<file path="config.mk">
export PLATFORM = sky130hd
export DESIGN_NAME = xlat_status_regs
export DESIGN_NICKNAME = d
export VERILOG_FILES = /design/src/rtl/xlat_status_regs.sv
export SDC_FILE = /design/constraint.sdc
export NUM_CORES = 1
export LEC_CHECK = 0
export BUFFER_PORTS_ARGS = -buffer_cell sky130_fd_sc_hd__buf_2
export CAP_MARGIN = 40
export CORE_MARGIN = 1.5
export CORE_UTILIZATION = 25
export DETAILED_ROUTE_END_ITERATION = 10
export PLACE_DENSITY = 0.5
export SLEW_MARGIN = 30
export SYNTH_ARGS = -nofsm -noshare
export SYNTH_HDL_FRONTEND = slang
export SYNTH_SLANG_ARGS = --single-unit
</file>
<file path="constraint.sdc">
create_clock -name clk -period 4.6 [get_ports clk]
set_input_delay 0.69 -clock clk [delete_from_list [all_inputs] [get_ports clk]]
set_output_delay 0.69 -clock clk [all_outputs]
set_load 0.02 [all_outputs]
</file>
<file path="src/rtl/xlat_status_regs.sv">
module xlat_status_regs #(
  parameter logic [11:0] A_FFLAGS = 12'h001,
  parameter logic [11:0] A_FRM    = 12'h002,
  parameter logic [11:0] A_FCSR   = 12'h003,
  parameter logic [11:0] A_SSTAT  = 12'h100,
  parameter logic [11:0] A_XLAT   = 12'h180,
  parameter logic [11:0] A_MSTAT  = 12'h300
) (
  input  logic        clk,
  input  logic        rst_n,
  input  logic        wr_en,
  input  logic [11:0] wr_addr,
  input  logic [63:0] wr_data,
  input  logic [1:0]  cur_priv,
  input  logic        rd_en,
  input  logic [11:0] rd_addr,
  output logic [63:0] rd_data,
  input  logic        width_wr,
  input  logic [1:0]  width_code,
  output logic        illegal,
  output logic        xlat_flush
);
  localparam int B_UIE = 0, B_SIE = 1, B_MIE = 3, B_UPIE = 4, B_SPIE = 5, B_MPIE = 7;
  localparam int B_SPP = 8, B_MPP = 11, B_FS = 13, B_XS = 15, B_MPRV = 17, B_SUM = 18;
  localparam int B_MXR = 19, B_TVM = 20, B_TW = 21, B_TSR = 22, B_UXL = 32, B_SXL = 34, B_SD = 63;
  localparam logic [1:0] PRIV_S = 2'd1;
  localparam logic [1:0] WIDTH64 = 2'd2;

  localparam logic [63:0] ONE = 64'd1;
  localparam logic [63:0] M_SWR = (ONE << B_UIE) | (ONE << B_SIE) | (ONE << B_UPIE) | (ONE << B_SPIE)
                                | (ONE << B_SPP) | (64'd3 << B_FS) | (64'd3 << B_XS)
                                | (ONE << B_SUM) | (ONE << B_MXR);
  localparam logic [63:0] M_MWR = M_SWR | (ONE << B_MIE) | (ONE << B_MPIE) | (64'd3 << B_MPP)
                                | (ONE << B_MPRV) | (ONE << B_TVM) | (ONE << B_TW) | (ONE << B_TSR);
  localparam logic [63:0] M_SRD = M_SWR | (64'd3 << B_UXL) | (ONE << B_SD);
  localparam logic [63:0] M_XL  = (ONE << B_MPRV) | (ONE << B_SUM) | (ONE << B_MXR);
  localparam logic [63:0] ASID64 = 64'hFFFF << 44;
  localparam logic [31:0] ASID32 = 32'h1FF << 22;

  logic [63:0] st_q, satp_q;
  logic [1:0]  uxl_q, sxl_q;
  logic [4:0]  ff_q;
  logic [2:0]  frm_q;

  logic        sd, we_m, we_s, we_fp, we_at, st_flush;
  logic        is64, at_diff, tvm_trap, at_ill, at_mode_ok, at_take;
  logic [63:0] stat_rd, st_new, st_chg, at_val;

  assign sd      = (&st_q[B_FS+1:B_FS]) | (&st_q[B_XS+1:B_XS]);
  assign stat_rd = st_q | (64'(uxl_q) << B_UXL) | (64'(sxl_q) << B_SXL) | (64'(sd) << B_SD);

  assign we_m  = wr_en && wr_addr == A_MSTAT;
  assign we_s  = wr_en && wr_addr == A_SSTAT;
  assign we_fp = wr_en && (wr_addr == A_FFLAGS || wr_addr == A_FRM || wr_addr == A_FCSR);
  assign we_at = wr_en && wr_addr == A_XLAT;

  assign st_new   = we_m ? (wr_data & M_MWR) : ((st_q & ~M_SWR) | (wr_data & M_SWR));
  assign st_chg   = st_q ^ st_new;
  assign st_flush = (we_m || we_s) &&
                    ((|(st_chg & M_XL)) || (st_q[B_MPRV] && |st_chg[B_MPP+1:B_MPP]));

  assign is64       = sxl_q == WIDTH64;
  assign at_val     = is64 ? (wr_data & ~ASID64) : {32'b0, wr_data[31:0] & ~ASID32};
  assign at_diff    = at_val != satp_q;
  assign tvm_trap   = cur_priv == PRIV_S && st_q[B_TVM];
  assign at_ill     = we_at && at_diff && tvm_trap;
  assign at_mode_ok = !is64 || at_val[63:60] == 4'd8 || at_val[63:60] == 4'd9;
  assign at_take    = we_at && at_diff && !tvm_trap && at_mode_ok;

  assign illegal = at_ill || (rd_en && rd_addr == A_XLAT && tvm_trap);

  always_ff @(posedge clk) begin
    if (!rst_n) begin
      st_q       <= '0;
      uxl_q      <= WIDTH64;
      sxl_q      <= WIDTH64;
      satp_q     <= '0;
      ff_q       <= '0;
      frm_q      <= '0;
      xlat_flush <= 1'b0;
    end else begin
      xlat_flush <= st_flush || at_take;
      if (we_m || we_s) st_q <= st_new;
      if (we_fp) begin
        st_q[B_FS+1:B_FS] <= 2'b11;
        if (wr_addr == A_FFLAGS) ff_q <= wr_data[4:0];
        else if (wr_addr == A_FRM) frm_q <= wr_data[2:0];
        else begin
          frm_q <= wr_data[7:5];
          ff_q  <= wr_data[4:0];
        end
      end
      if (at_take) satp_q <= at_val;
      if (width_wr) begin
        uxl_q <= width_code;
        sxl_q <= width_code;
      end
    end
  end

  always_comb begin
    rd_data = '0;
    case (rd_addr)
      A_FFLAGS: rd_data = {59'b0, ff_q};
      A_FRM:    rd_data = {61'b0, frm_q};
      A_FCSR:   rd_data = {56'b0, frm_q, ff_q};
      A_SSTAT:  rd_data = stat_rd & M_SRD;
      A_MSTAT:  rd_data = stat_rd;
      A_XLAT:   rd_data = satp_q;
      default:  ;
    endcase
  end
endmodule

</file>
Word-level counts from Yosys, hierarchy flattened
Cells that the tools add are included.
- word-level logic and storage cells: 70
- latch bits: 0
- memories: 0
- input port bits: 97
- register bits: 139
- RAM bits: 0
- output and inout bits: 66
- memory bits (read-only): 0
- reductions and logical operators: 30
- bitwise gates (word level): 7
- $add $sub $neg: 0
- shift-type cells: 0
- $lt $le $gt $ge: 0
- $mul: 0
- equality and inequality tests: 18
- multiplexer cells: 8
- divide/modulo/power cells: 0
- operators by type and width (cell ; count):
    case mux 64 bit (6 select lines) ; 1
    2-to-1 mux 64 bit ; 2
    inequality test 64 bit ; 1
    bitwise OR 64 x 20 -> 64 bit ; 1
    bitwise OR 64 x 34 -> 64 bit ; 1
    bitwise OR 64 x 36 -> 64 bit ; 1
    bitwise OR 64 bit ; 1
    == test 12 x 2 -> 1 bit (second input constant) ; 4
    == test 12 x 9 -> 1 bit (second input constant) ; 4
    == test 12 x 1 -> 1 bit (second input constant) ; 2
    == test 12 x 10 -> 1 bit (second input constant) ; 2
    bitwise XOR 20 bit ; 1
    2-to-1 mux 15 bit ; 1
    logical AND 1 bit ; 13
    2-to-1 mux 5 bit ; 2
    == test 4 bit (second input constant) ; 2
    logical OR 1 bit ; 8
    AND reduction 2 bit ; 4
    2-to-1 mux 3 bit ; 1
    OR reduction 3 bit ; 1
    == test 2 x 1 -> 1 bit (second input constant) ; 1
    == test 2 bit (second input constant) ; 1
    logical NOT 1 bit ; 2
    2-to-1 mux 2 bit ; 1
    5 further kinds ; 5

Depth between registers and ports, before layout
Gate-level depths: netlist of the first run.
- word-level depth: 9
- mapped depth: 11
- gate-level depth less buffers: 6

Worst setup path before layout of the first run
No wires, ideal clock.
- kind: input to output
- start point: input port rd_addr[0]
- end point: output port illegal
- stages: 7
- path slack: 1.617 ns
- path buffers: 2
- required time: 3.910 ns
- arrival time: 2.293 ns
- path through: nor3_1 -> and4b_1 -> and3_1 -> clkbuf_1 -> buf_1 -> nand2_1 -> a21oi_1
- cells in the longest elaborated chain, start to end: 4
- RTL lines (item ; RTL line ; text):
    start: declaration ; 16 ; input logic [11:0] rd_addr,
    == test 12 x 9 -> 1 bit ; 70 ; assign illegal = at_ill || (rd_en && rd_addr == A_XLAT && tvm_trap);
    logical AND 1 bit (2 in series) ; 70 ;
    logical OR 1 bit ; 70 ;
    end: declaration ; 20 ; output logic illegal,
No other way between the ends.

Worst setup path after layout of the first run
- start point: register sxl_q[0]
- end point: output port illegal
- cells in the longest elaborated chain, start to end: 6
- RTL lines (item ; RTL line ; text):
    start: declaration ; 41 ; logic [1:0] uxl_q, sxl_q;
    start signal: assignment ; 96 ; sxl_q <= width_code;
    == test 2 bit ; 62 ; assign is64 = sxl_q == WIDTH64;
    2-to-1 mux 64 bit ; 63 ; assign at_val = is64 ? (wr_data & ~ASID64) : {32'b0, wr_data[31:0] & ~ASID32};
    inequality test 64 bit ; 64 ; assign at_diff = at_val != satp_q;
    logical AND 1 bit (2 in series) ; 66 ; assign at_ill = we_at && at_diff && tvm_trap;
    logical OR 1 bit ; 70 ;
No other way between the ends.

==> summary.txt, run 1 <==
Synthesis
  – FFs w/ async S/R, synth: 0%
  – Sequential element share of the synthesized area: between 30% and 40%
  – Synth Register Bits: 78
  – EDFF count, synth: 0
  – Mapped Avg Cell Area: 8.20 sq um
  – Post-synth top area cell: dfxtp_1
  – Main synth FF type: dfxtp_1
  – Synth unique cells: 50
  – Largest cells by area after synthesis: dfxtp_1, mux2i_1, nand2_1
  – Warnings from Yosys: 0
  – Synth Instances: slightly below 600
  – Mapped cell area: approximately 4700 sq um
  – Area share of the largest cell type after synthesis: 32.9%

Route
  – Post-route ant nets: 0
  – Detailed-route DRC error count: 0
  – Final WL: roughly 15000 microns
  – Iteration-0 DRC Markers: 266
  – DR pass1 iterations: 4
  – Detailed-route wire length per cell: 15.7 microns
  – Routed via count: 4401
  – Drt via density: roughly 4.7

Place
  – Gpl congestion: 0.754
  – Buffers on Ports: between 100 and 150
  – Placed inst area: between 5000 and 6000 sq um
  – Detailed placement HPWL: ~11000 microns

Clock tree
  – Cts hold-fix bufs: 0
  – CTS sink cnt: between 70 and 80
  – Clock root cell: clkbuf_16
  – Clk buf depth: 2
  – CTS tree: done
  – Post-CTS resize count: 0
  – Worst-Skew Late Latency: around 0.34 ns
  – Number of setup buffers added after CTS: 0
  – H-Tree Depth: 3
  – Reg clk slew, reported paths: 0.05 ns
  – Num CTS Buffers: 9

Worst setup path
  – Data arrival, critical path: 3.11 ns
  – CP peak stage delay: just over 0.6 ns
  – CP top delay family: simple AND/OR/NAND/NOR gates
  – Worst-path cell chain: nand2b_2 -> or4b_1 -> a32oi_1 -> nand4_2 -> o31ai_1 -> a21oi_1 -> buf_2
  – WS Path Type: reg -> out
  – Critical path data required time: between 3 and 4 ns
  – CP Buf/Inv Count: 1
  – Crit Path Max Fanout: 30
  – Worst path slowest cell: or4b_1
  – CP Capture Type: primary output
  – Critical path launch point type: flop

Finish
  – Share of post-route cells with drive strength above 1: a little under a quarter
  – Layout area overhead: 23.6%
  – Most frequent cells in the layout: buf_2, nand2_1, dfxtp_1
  – Most common cell after layout, fill and taps aside: buf_2
  – # nets final: ~800
  – Final instance area: a little under 6000 sq um

Timing
  – Max_slew headroom: a little under 50%
  – RSZ-0062 raised after global routing: false
  – Slew Viols, Final: 0
  – Worst-Margin Slew: about 0.76 ns
  – Final setup fails: 0
  – Max Clock Freq: 263 MHz
  – Hold Vio Cnt, Final: 0
  – Clock skew: 0.00921 ns
  – Tcrit/Tclk final: between 80 and 90%
  – Post-layout min period: 3.80 ns
  – Setup TNS: 0 ns

Power and ir drop
  – Power Dens Cells: roughly 280 nW/um^2
  – Peak VDD IR: just under 0.0002 V
  – Comb pwr share: 10.2%
  – Psw: between 0.0003 and 0.0004 W
  – P_int: between 0.001 and 0.0015 W
  – Sw Ratio: 24.3%
  – Reg power frac: between 40 and 50%
  – Leakage: between 2 and 3 nW
  – Clock share of power: 47.7%

Floorplanning
  – Starting Density: between 20% and 30%
  – # IOs: approximately 160
  – Die width: 141 microns
  – # rows: 50
  – Die area: 19800 sq um
  – Die Span Y: 141 microns
  – Core Area: between 15000 and 20000 sq um

Worst hold path
  – Worst hold-check path type: reg -> reg

Global route
  – First-pass GRT wire length: 22700 microns
  – GRT Util Overall: between 10% and 20%
  – Pin count of the biggest net entering global routing: 73
  – Total gr overflow: 0
  – Initial antenna violation count: 1
  – Vias in the first global route: just over 4000

Outcome
  – Status: finished clean

Run
  – Max-Cap Viols: 0
-- worst reg2reg max path, cell delays in order (launching register included) --
cell,delay [ns]
dfxtp_1,0.44
nand2b_2,0.53
or4b_1,0.62
a32oi_1,0.29
nand4_2,0.21
o31ai_4,0.30
buf_4,0.47
mux2i_1,0.26
-- final timing paths --
check | startpoint | end | slack, ns | depth (start not counted)
worst max-delay path | sxl_q[0] | illegal | 0.80 | 7
worst min register to register | st_q[21] | st_q[21] | 0.46 | 2
worst min-delay path | st_q[21] | st_q[21] | 0.46 | 2
worst max register to register | sxl_q[0] | satp_q[26] | 1.42 | 7
-- per-layer routing --
| layer | up-vias | part of all wire [%] | track usage, % |
|---|---|---|---|
| li1 | 2246 | - | - |
| met1 | 2013 | 47 | 19.8 |
| met2 | 135 | 46 | 24.3 |
| met3 | 7 | 5.9 | 4.21 |
| met4 | 0 | 0.73 | 2.96 |
| met5 | - | 0 | 0 |
-- cells by family after synthesis --
| group | Yosys count | synth area share, % |
|---|---|---|
| and+or+nand+nor | 261 | 26.8 |
| DFF | 78 | 32.9 |
| xor gates and xnor gates | 40 | 7.38 |
| buffers and inverters | 54 | 6.64 |
| muxes | 62 | 13.1 |
| AOI/OAI and AO/OA | 83 | 13.1 |
| other | 1 | 0.0790 |
-- Yosys cell counts (all sizes together) (8+ instances only) --
master and number:
a21oi 17, a22o 20, and2 24, buf 25, clkbuf 23, dfxtp 78
mux2i 62, nand2 121, nand2b 10, nand3 16, nand4 8, nor2 43
o21ai 11, xnor2 30, xor2 10
-- state kept, by name (all words and copies together), names as in the netlist --
signal	count
ff_q	5
frm_q	3
satp_q	48
st_q	19
sxl_q	2
xlat_flush	1
-- power groups by stage --
stage | combinational (W) | sequential [W] | clock, W
after global routing | 0.000183 | 0.000678 | 0.000818
after floorplan | 0.0000996 | 0.000693 | 0
after CTS | 0.000167 | 0.000679 | 0.000788
after global placement | 0.000166 | 0.000694 | 0
final | 0.000165 | 0.000679 | 0.000769
after detailed placement | 0.000166 | 0.000694 | 0
-- cell type report --
type / count / area, sq um
fillers: 2032 / 12800
repair buffers: 143 / 744
clock buffers: 10 / 239
multi-input cells: 462 / 2930
clock inverters: 4 / 72.6
diodes: 1 / 2.50
flip-flops and latches: 78 / 1560
inverters: 6 / 22.5
well taps: 234 / 293
-- metrics by stage --
step | worst slack, ns | util [%] | total power [W] | hold slack (ns) | instances
global placement | 1.14 | 29.8 | 0.000860 | 0.447 | 922
detailed placement | 1.10 | 29.8 | 0.000860 | 0.450 | 923
CTS | 0.729 | 31.4 | 0.00163 | 0.459 | 937
finish | 0.796 | 31.5 | 0.00161 | 0.458 | 938
floorplan | 1.62 | - | 0.000793 | 0.436 | 594
global route | 0.612 | 31.4 | 0.00168 | 0.484 | 937
Note: power is estimated with default switching activity, not from simulation.
==> inputs of run 2 (changes only) <==
- PLACE_DENSITY: 0.5 -> 0.51
- clock period: 4.6 -> 3.4 ns (I/O delays scaled with it)
==> run 2 against run 1 <==
- final area rose by 1.0%
- first-iteration DRC count fell by 3.0%
- clock power rose by 37%
- wire length rose by 0.77%
- sequential power rose by 35%
- critical path depth did not move
- hold slack got worse by 0.057 ns
- non-clock buffer count rose by 5
- sequential share of layout area fell by 0.28 points
- critical endpoint unchanged
- largest cell class unchanged
==> summary.txt, run 2 (synthesized netlist as in run 1, its figures left out) <==
Worst setup path
  – Critical R2R Launch: sxl_q[0]
  – WS Path Type: reg -> out
  – R2R setup slack: between 0.6 and 0.7 ns
  – CP top delay family: simple AND/OR/NAND/NOR gates
  – Reg2Reg Capture Point: satp_q[43]
  – Crit Path Max Fanout: 20
  – CP peak stage delay: about 0.57 ns
  – Worst path slowest cell: or4b_1
  – Worst-path cell chain: nand2b_2 -> or4b_1 -> a32oi_1 -> nand4_2 -> o31ai_2 -> a21oi_1 -> buf_2
  – CP Buf/Inv Count: 1
  – Crit path from: sxl_q[0]
  – Critical path launch point type: flop
  – Data arrival, critical path: 2.73 ns
  – CP Depth: 7
  – Register-to-Register Path Depth: 7
  – Critical path data required time: ~2.9 ns
  – CP Capture Type: primary output

Finish
  – # fillers: around 2000
  – N_diodes: 0
  – Most common cell after layout, fill and taps aside: buf_2
  – Reg with most FFs: satp_q
  – Area of the multi-input gates: around 2900 sq um
  – # nets final: about 800
  – Share of post-route cells with drive strength above 1: around a quarter
  – Max FFs per register: 48
  – Register Area: approximately 1600 sq um
  – Layout area overhead: 24.9%
  – Most frequent cells in the layout: buf_2, nand2_1, dfxtp_1
  – Top Registers: satp_q (48), st_q (19), ff_q (5)

Timing
  – Max_slew headroom: 47.6%
  – Post-layout min period: 3.24 ns
  – Slew Viols, Final: 0
  – Hold Vio Cnt, Final: 0
  – Tcrit/Tclk final: roughly 95%
  – Setup TNS: 0 ns
  – Final setup fails: 0
  – Max Clock Freq: between 300 and 400 MHz
  – Worst-Margin Slew: between 0.7 and 0.8 ns
  – RSZ-0062 raised after global routing: false
  – Clock skew: 0.00819 ns

Route
  – Final WL: 14800 microns
  – Routed via count: about 4400
  – Post-route ant nets: 0
  – Iteration-0 DRC Markers: 258
  – Drt via density: between 4 and 5
  – Detailed-route DRC error count: 0
  – DR pass1 iterations: 5
  – Detailed-route wire length per cell: 15.7 microns

Global route
  – Initial antenna violation count: 1
  – GRT busiest layer: met2
  – GR Layer Usage met2: a little under a quarter
  – GRT Util Overall: roughly 15%
  – Met1 Usage GRT: between 20% and 30%
  – Pin count of the biggest net entering global routing: 73
  – Total gr overflow: 0
  – Vias in the first global route: 4178
  – Met3 Use GR: under 10%
  – First-pass GRT wire length: approximately 23000 microns

Floorplanning
  – # rows: 50
  – Starting Density: about a quarter
  – Die width: approximately 140 microns
  – Core Area: about 19000 sq um
  – Die Span Y: 141 microns
  – # IOs: around 160
  – Die area: 19800 sq um

Clock tree
  – Clock root cell: clkbuf_16
  – Num CTS Buffers: 9
  – Clk buf depth: 2
  – Worst-Skew Late Latency: ~0.35 ns
  – H-Tree Depth: 3
  – CTS sink cnt: 78
  – CTS tree: done
  – Reg clk slew, reported paths: around 0.060 ns
  – Cts hold-fix bufs: 0

Place
  – Buffers on Ports: 130
  – Gpl congestion: between 0.7 and 0.8
  – Detailed placement HPWL: around 11000 microns

Worst hold path
  – Worst hold-check path type: in -> reg
  – Hold Path Sink: sxl_q[1]
  – WHS Path Cells: 3
  – Hold Path Origin: width_code[1]

Outcome
  – Status: finished clean

Power and ir drop
  – Power Dens Cells: roughly 370 nW/um^2
  – Total Power: ~0.0022 W
  – Peak VDD IR: 0.000223 V
  – Leakage: roughly 2.7 nW

Run
  – Max-Cap Viols: 0
## run 2: cell type report
type                    instances  share of cell area, %
multi-input cells             462                   49.5
flip-flops and latches         78                   26.3
repair buffers                148                   13.5
well taps                     234                   4.94
clock buffers                  10                   3.86
clock inverters                 6                   1.46
inverters                       6                  0.380
## run 2: worst max-delay path by stage
stage / end / slack, ns
2_1_floorplan: illegal / 0.78
3_3_place_gp: illegal / 0.47
3_5_place_dp: illegal / 0.44
4_1_cts: illegal / 0.05
5_1_grt: illegal / 0.06
6_report: illegal / 0.16
## run 2: per-layer routing
layer | share of wire [%] | routed length, microns
met4 | 1.5 | 221
met1 | 49 | 7270
met5 | 0.10 | 15
met2 | 44 | 6590
met3 | 4.9 | 728
## run 2: where the power goes
part | internal (W) | switching, W | leakage [nW] | total [W]
Combinational | 0.0000878 | 0.000145 | 1.89 | 0.000233
Clock | 0.000642 | 0.000409 | 0.152 | 0.00105
Sequential | 0.000915 | 0.000000804 | 0.628 | 0.000916
## run 2: through the flow
stage | utilization, % | hold WS, ns | worst slack [ns] | instance area (sq um) | cells
final | 31.8 | 0.401 | 0.165 | 5930 | 944
after global routing | 31.8 | 0.402 | 0.0646 | 5930 | 944
after CTS | 31.8 | 0.388 | 0.0545 | 5920 | 944
after detailed placement | 30.1 | 0.454 | 0.444 | 5610 | 928
after global placement | 30.1 | 0.449 | 0.473 | 5610 | 928
after floorplan | - | 0.436 | 0.777 | 4800 | 594
## run 2: repair_timing
action                                  CTS  global route
buffers inserted                          0             0
endpoints found under the setup margin    0             1
resized for setup                         0             1
## run 2: worst register-to-register path, stage by stage (launching register included)
cell and delay [ns]:
dfxtp_1 0.31, nand2b_2 0.35, or4b_1 0.58, a32oi_1 0.28, nand4_2 0.21, o31ai_4 0.33
buf_4 0.37, mux2i_1 0.23
==> inputs of run 3 (changes only) <==
- CORE_MARGIN: 1.5 -> 2
- PLACE_DENSITY: 0.51 -> 0.5
- clock period: 3.4 -> 3.16 ns (I/O delays scaled with it)
==> run 3 against run 2 <==
- sequential share of layout area down 0.17 points
- global-route usage grew 0.17 points
- largest power group unchanged
- critical path depth up 1
- first-iteration DRC count rose by 1.6%
- sequential power is 7.6% higher
- final area rose by 0.63%
- hold slack lost 0.060 ns
- count of clock-buffer cells in the layout increased by 1
==> summary.txt, run 3 (synthesized netlist as in run 1, its figures left out) <==
Outcome
  – Status: finished clean

Place
  – Gpl congestion: about 0.74
  – Placed inst area: between 5000 and 6000 sq um
  – Detailed placement HPWL: 10800 microns
  – Place WS: around 0.31 ns
  – Buffers on Ports: 130

Clock tree
  – H-Tree Depth: 3
  – Clk buf depth: 2
  – Reg clk slew, reported paths: roughly 0.06 ns
  – Clock root cell: clkbuf_16
  – Num CTS Buffers: 9
  – CTS tree: done
  – Worst-Skew Late Latency: about 0.35 ns
  – CTS sink cnt: around 80

Power and ir drop
  – P_int: 0.00177 W
  – Comb pwr share: a little over a tenth
  – Sw Ratio: 24.8%
  – Psw: approximately 0.0006 W
  – Power Dens Cells: a little under 400 nW/um^2
  – Clock share of power: a little under half
  – Leakage: ~2.7 nW
  – Peak VDD IR: 0.000236 V
  – Reg power frac: 41.9%

Timing
  – Worst-Margin Slew: roughly 0.74 ns
  – RSZ-0062 raised after global routing: false
  – Max Clock Freq: around 330 MHz
  – Fin worst setup slack: roughly 0.16 ns
  – Post-layout min period: 3.00 ns
  – Max_slew headroom: about half
  – Hold Vio Cnt, Final: 0
  – Slew Viols, Final: 0
  – Clock skew: 0.00876 ns
  – Final setup fails: 0
  – Tcrit/Tclk final: 94.9%
  – Setup TNS: 0 ns

Floorplanning
  – Die width: around 140 microns
  – # rows: 50
  – # IOs: around 160
  – Die area: roughly 20000 sq um
  – Starting Density: roughly a quarter
  – Die Span Y: between 100 and 150 microns
  – Core Area: 18600 sq um

Worst setup path
  – Crit Path Max Fanout: 8
  – Worst path slowest cell: or4bb_1
  – Critical path data required time: approximately 2.7 ns
  – CP Capture Type: primary output
  – CP peak stage delay: about 0.4 ns
  – CP top delay family: compound AO/OA/AOI/OAI gates
  – Data arrival, critical path: ~2.5 ns
  – WS Path Type: reg -> out
  – Worst-path cell chain: buf_4 -> or4bb_1 -> o32a_1 -> a32oi_2 -> nand4_4 -> o31ai_2 -> a21oi_1 -> buf_2
  – Critical path launch point type: flop
  – CP Buf/Inv Count: 2

Finish
  – Top Registers: satp_q (48), st_q (19), ff_q (5)
  – Share of post-route cells with drive strength above 1: between 20% and 30%
  – Max FFs per register: 48
  – # fillers: between 2000 and 2500
  – N_diodes: 0
  – Reg with most FFs: satp_q
  – Most common cell after layout, fill and taps aside: buf_2
  – Layout area overhead: 25.7%
  – # nets final: ~800
  – Final instance area: 5960 sq um
  – Most frequent cells in the layout: buf_2, nand2_1, dfxtp_1

Run
  – Max-Cap Viols: 0

Route
  – Post-route ant nets: 0
  – Detailed-route DRC error count: 0
  – Detailed-route wire length per cell: between 15 and 20 microns
  – Drt via density: 4.70
  – Final WL: 15000 microns
  – DR pass1 iterations: 5
  – Iteration-0 DRC Markers: ~260
  – Routed via count: approximately 4400

Global route
  – Vias in the first global route: about 4300
  – Total gr overflow: 0
  – Initial antenna violation count: 1
  – Pin count of the biggest net entering global routing: 73
  – First-pass GRT wire length: approximately 24000 microns
  – GRT Util Overall: roughly 15%

Worst hold path
  – Worst hold-check path type: in -> reg
==> run 3: final cells by class <==
cell class | instances | area (sq um) | area share, %
Multi-Input combinational cell | 462 | 2970 | 49.8
Timing Repair Buffer | 148 | 811 | 13.6
Clock buffer | 11 | 233 | 3.90
Inverter | 6 | 22.5 | 0.378
Tap cell | 234 | 293 | 4.91
Sequential cell | 78 | 1560 | 26.2
Clock inverter | 4 | 72.6 | 1.22
==> run 3: stage by stage <==
stage / hold slack [ns] / utilization (%) / total power (W) / instances
3_3_place_gp: 0.449 / 30.1 / 0.00126 / 928
6_report: 0.341 / 32.0 / 0.00235 / 943
3_5_place_dp: 0.447 / 30.1 / 0.00126 / 928
4_1_cts: 0.326 / 31.8 / 0.00238 / 943
2_1_floorplan: 0.436 / - / 0.00115 / 594
5_1_grt: 0.360 / 32.0 / 0.00245 / 943
==> run 3: tightest hold or removal path, cell delays in order <==
cell and delay [ns]:
buf_2 0.07, mux2i_1 0.05, nand2_1 0.06
==> run 3: power by group through the flow <==
stage	logic [W]	registers, W	clock network [W]
2_1_floorplan	0.000145	0.00101	0
3_3_place_gp	0.000252	0.00101	0
3_5_place_dp	0.000251	0.00101	0
4_1_cts	0.000253	0.000986	0.00114
5_1_grt	0.000285	0.000985	0.00118
6_report	0.000256	0.000986	0.00111
==> run 3: timing repair <==
item | in CTS | in global routing
hold buffers | 0 | 0
endpoints found under the hold margin | 0 | 0
cloned | 0 | 0
endpoints found under the setup margin | 1 | 1
gates resized for setup | 1 | 5
pin swaps | 0 | 1
setup buffers | 0 | 0
==> run 3: final timing paths <==
path	from	end	slack (ns)	depth (start not counted)
setup / recovery	sxl_q[1]	illegal	0.16	8
hold / removal	width_code[1]	sxl_q[1]	0.34	3
setup reg to reg	sxl_q[1]	satp_q[14]	0.54	8
hold reg to reg	st_q[21]	st_q[21]	0.46	2
==> run 3: routing by layer <==
| metal | vias up | wire length (microns) | part of all wire, % | global-route usage (%) |
|---|---|---|---|---|
| li1 | 2253 | - | - | - |
| met1 | 2030 | 7110 | 47 | 20.5 |
| met2 | 131 | 6840 | 46 | 24.5 |
| met3 | 18 | 785 | 5.2 | 3.61 |
| met4 | 2 | 231 | 1.5 | 4.37 |
| met5 | - | 13 | 0.087 | 0 |
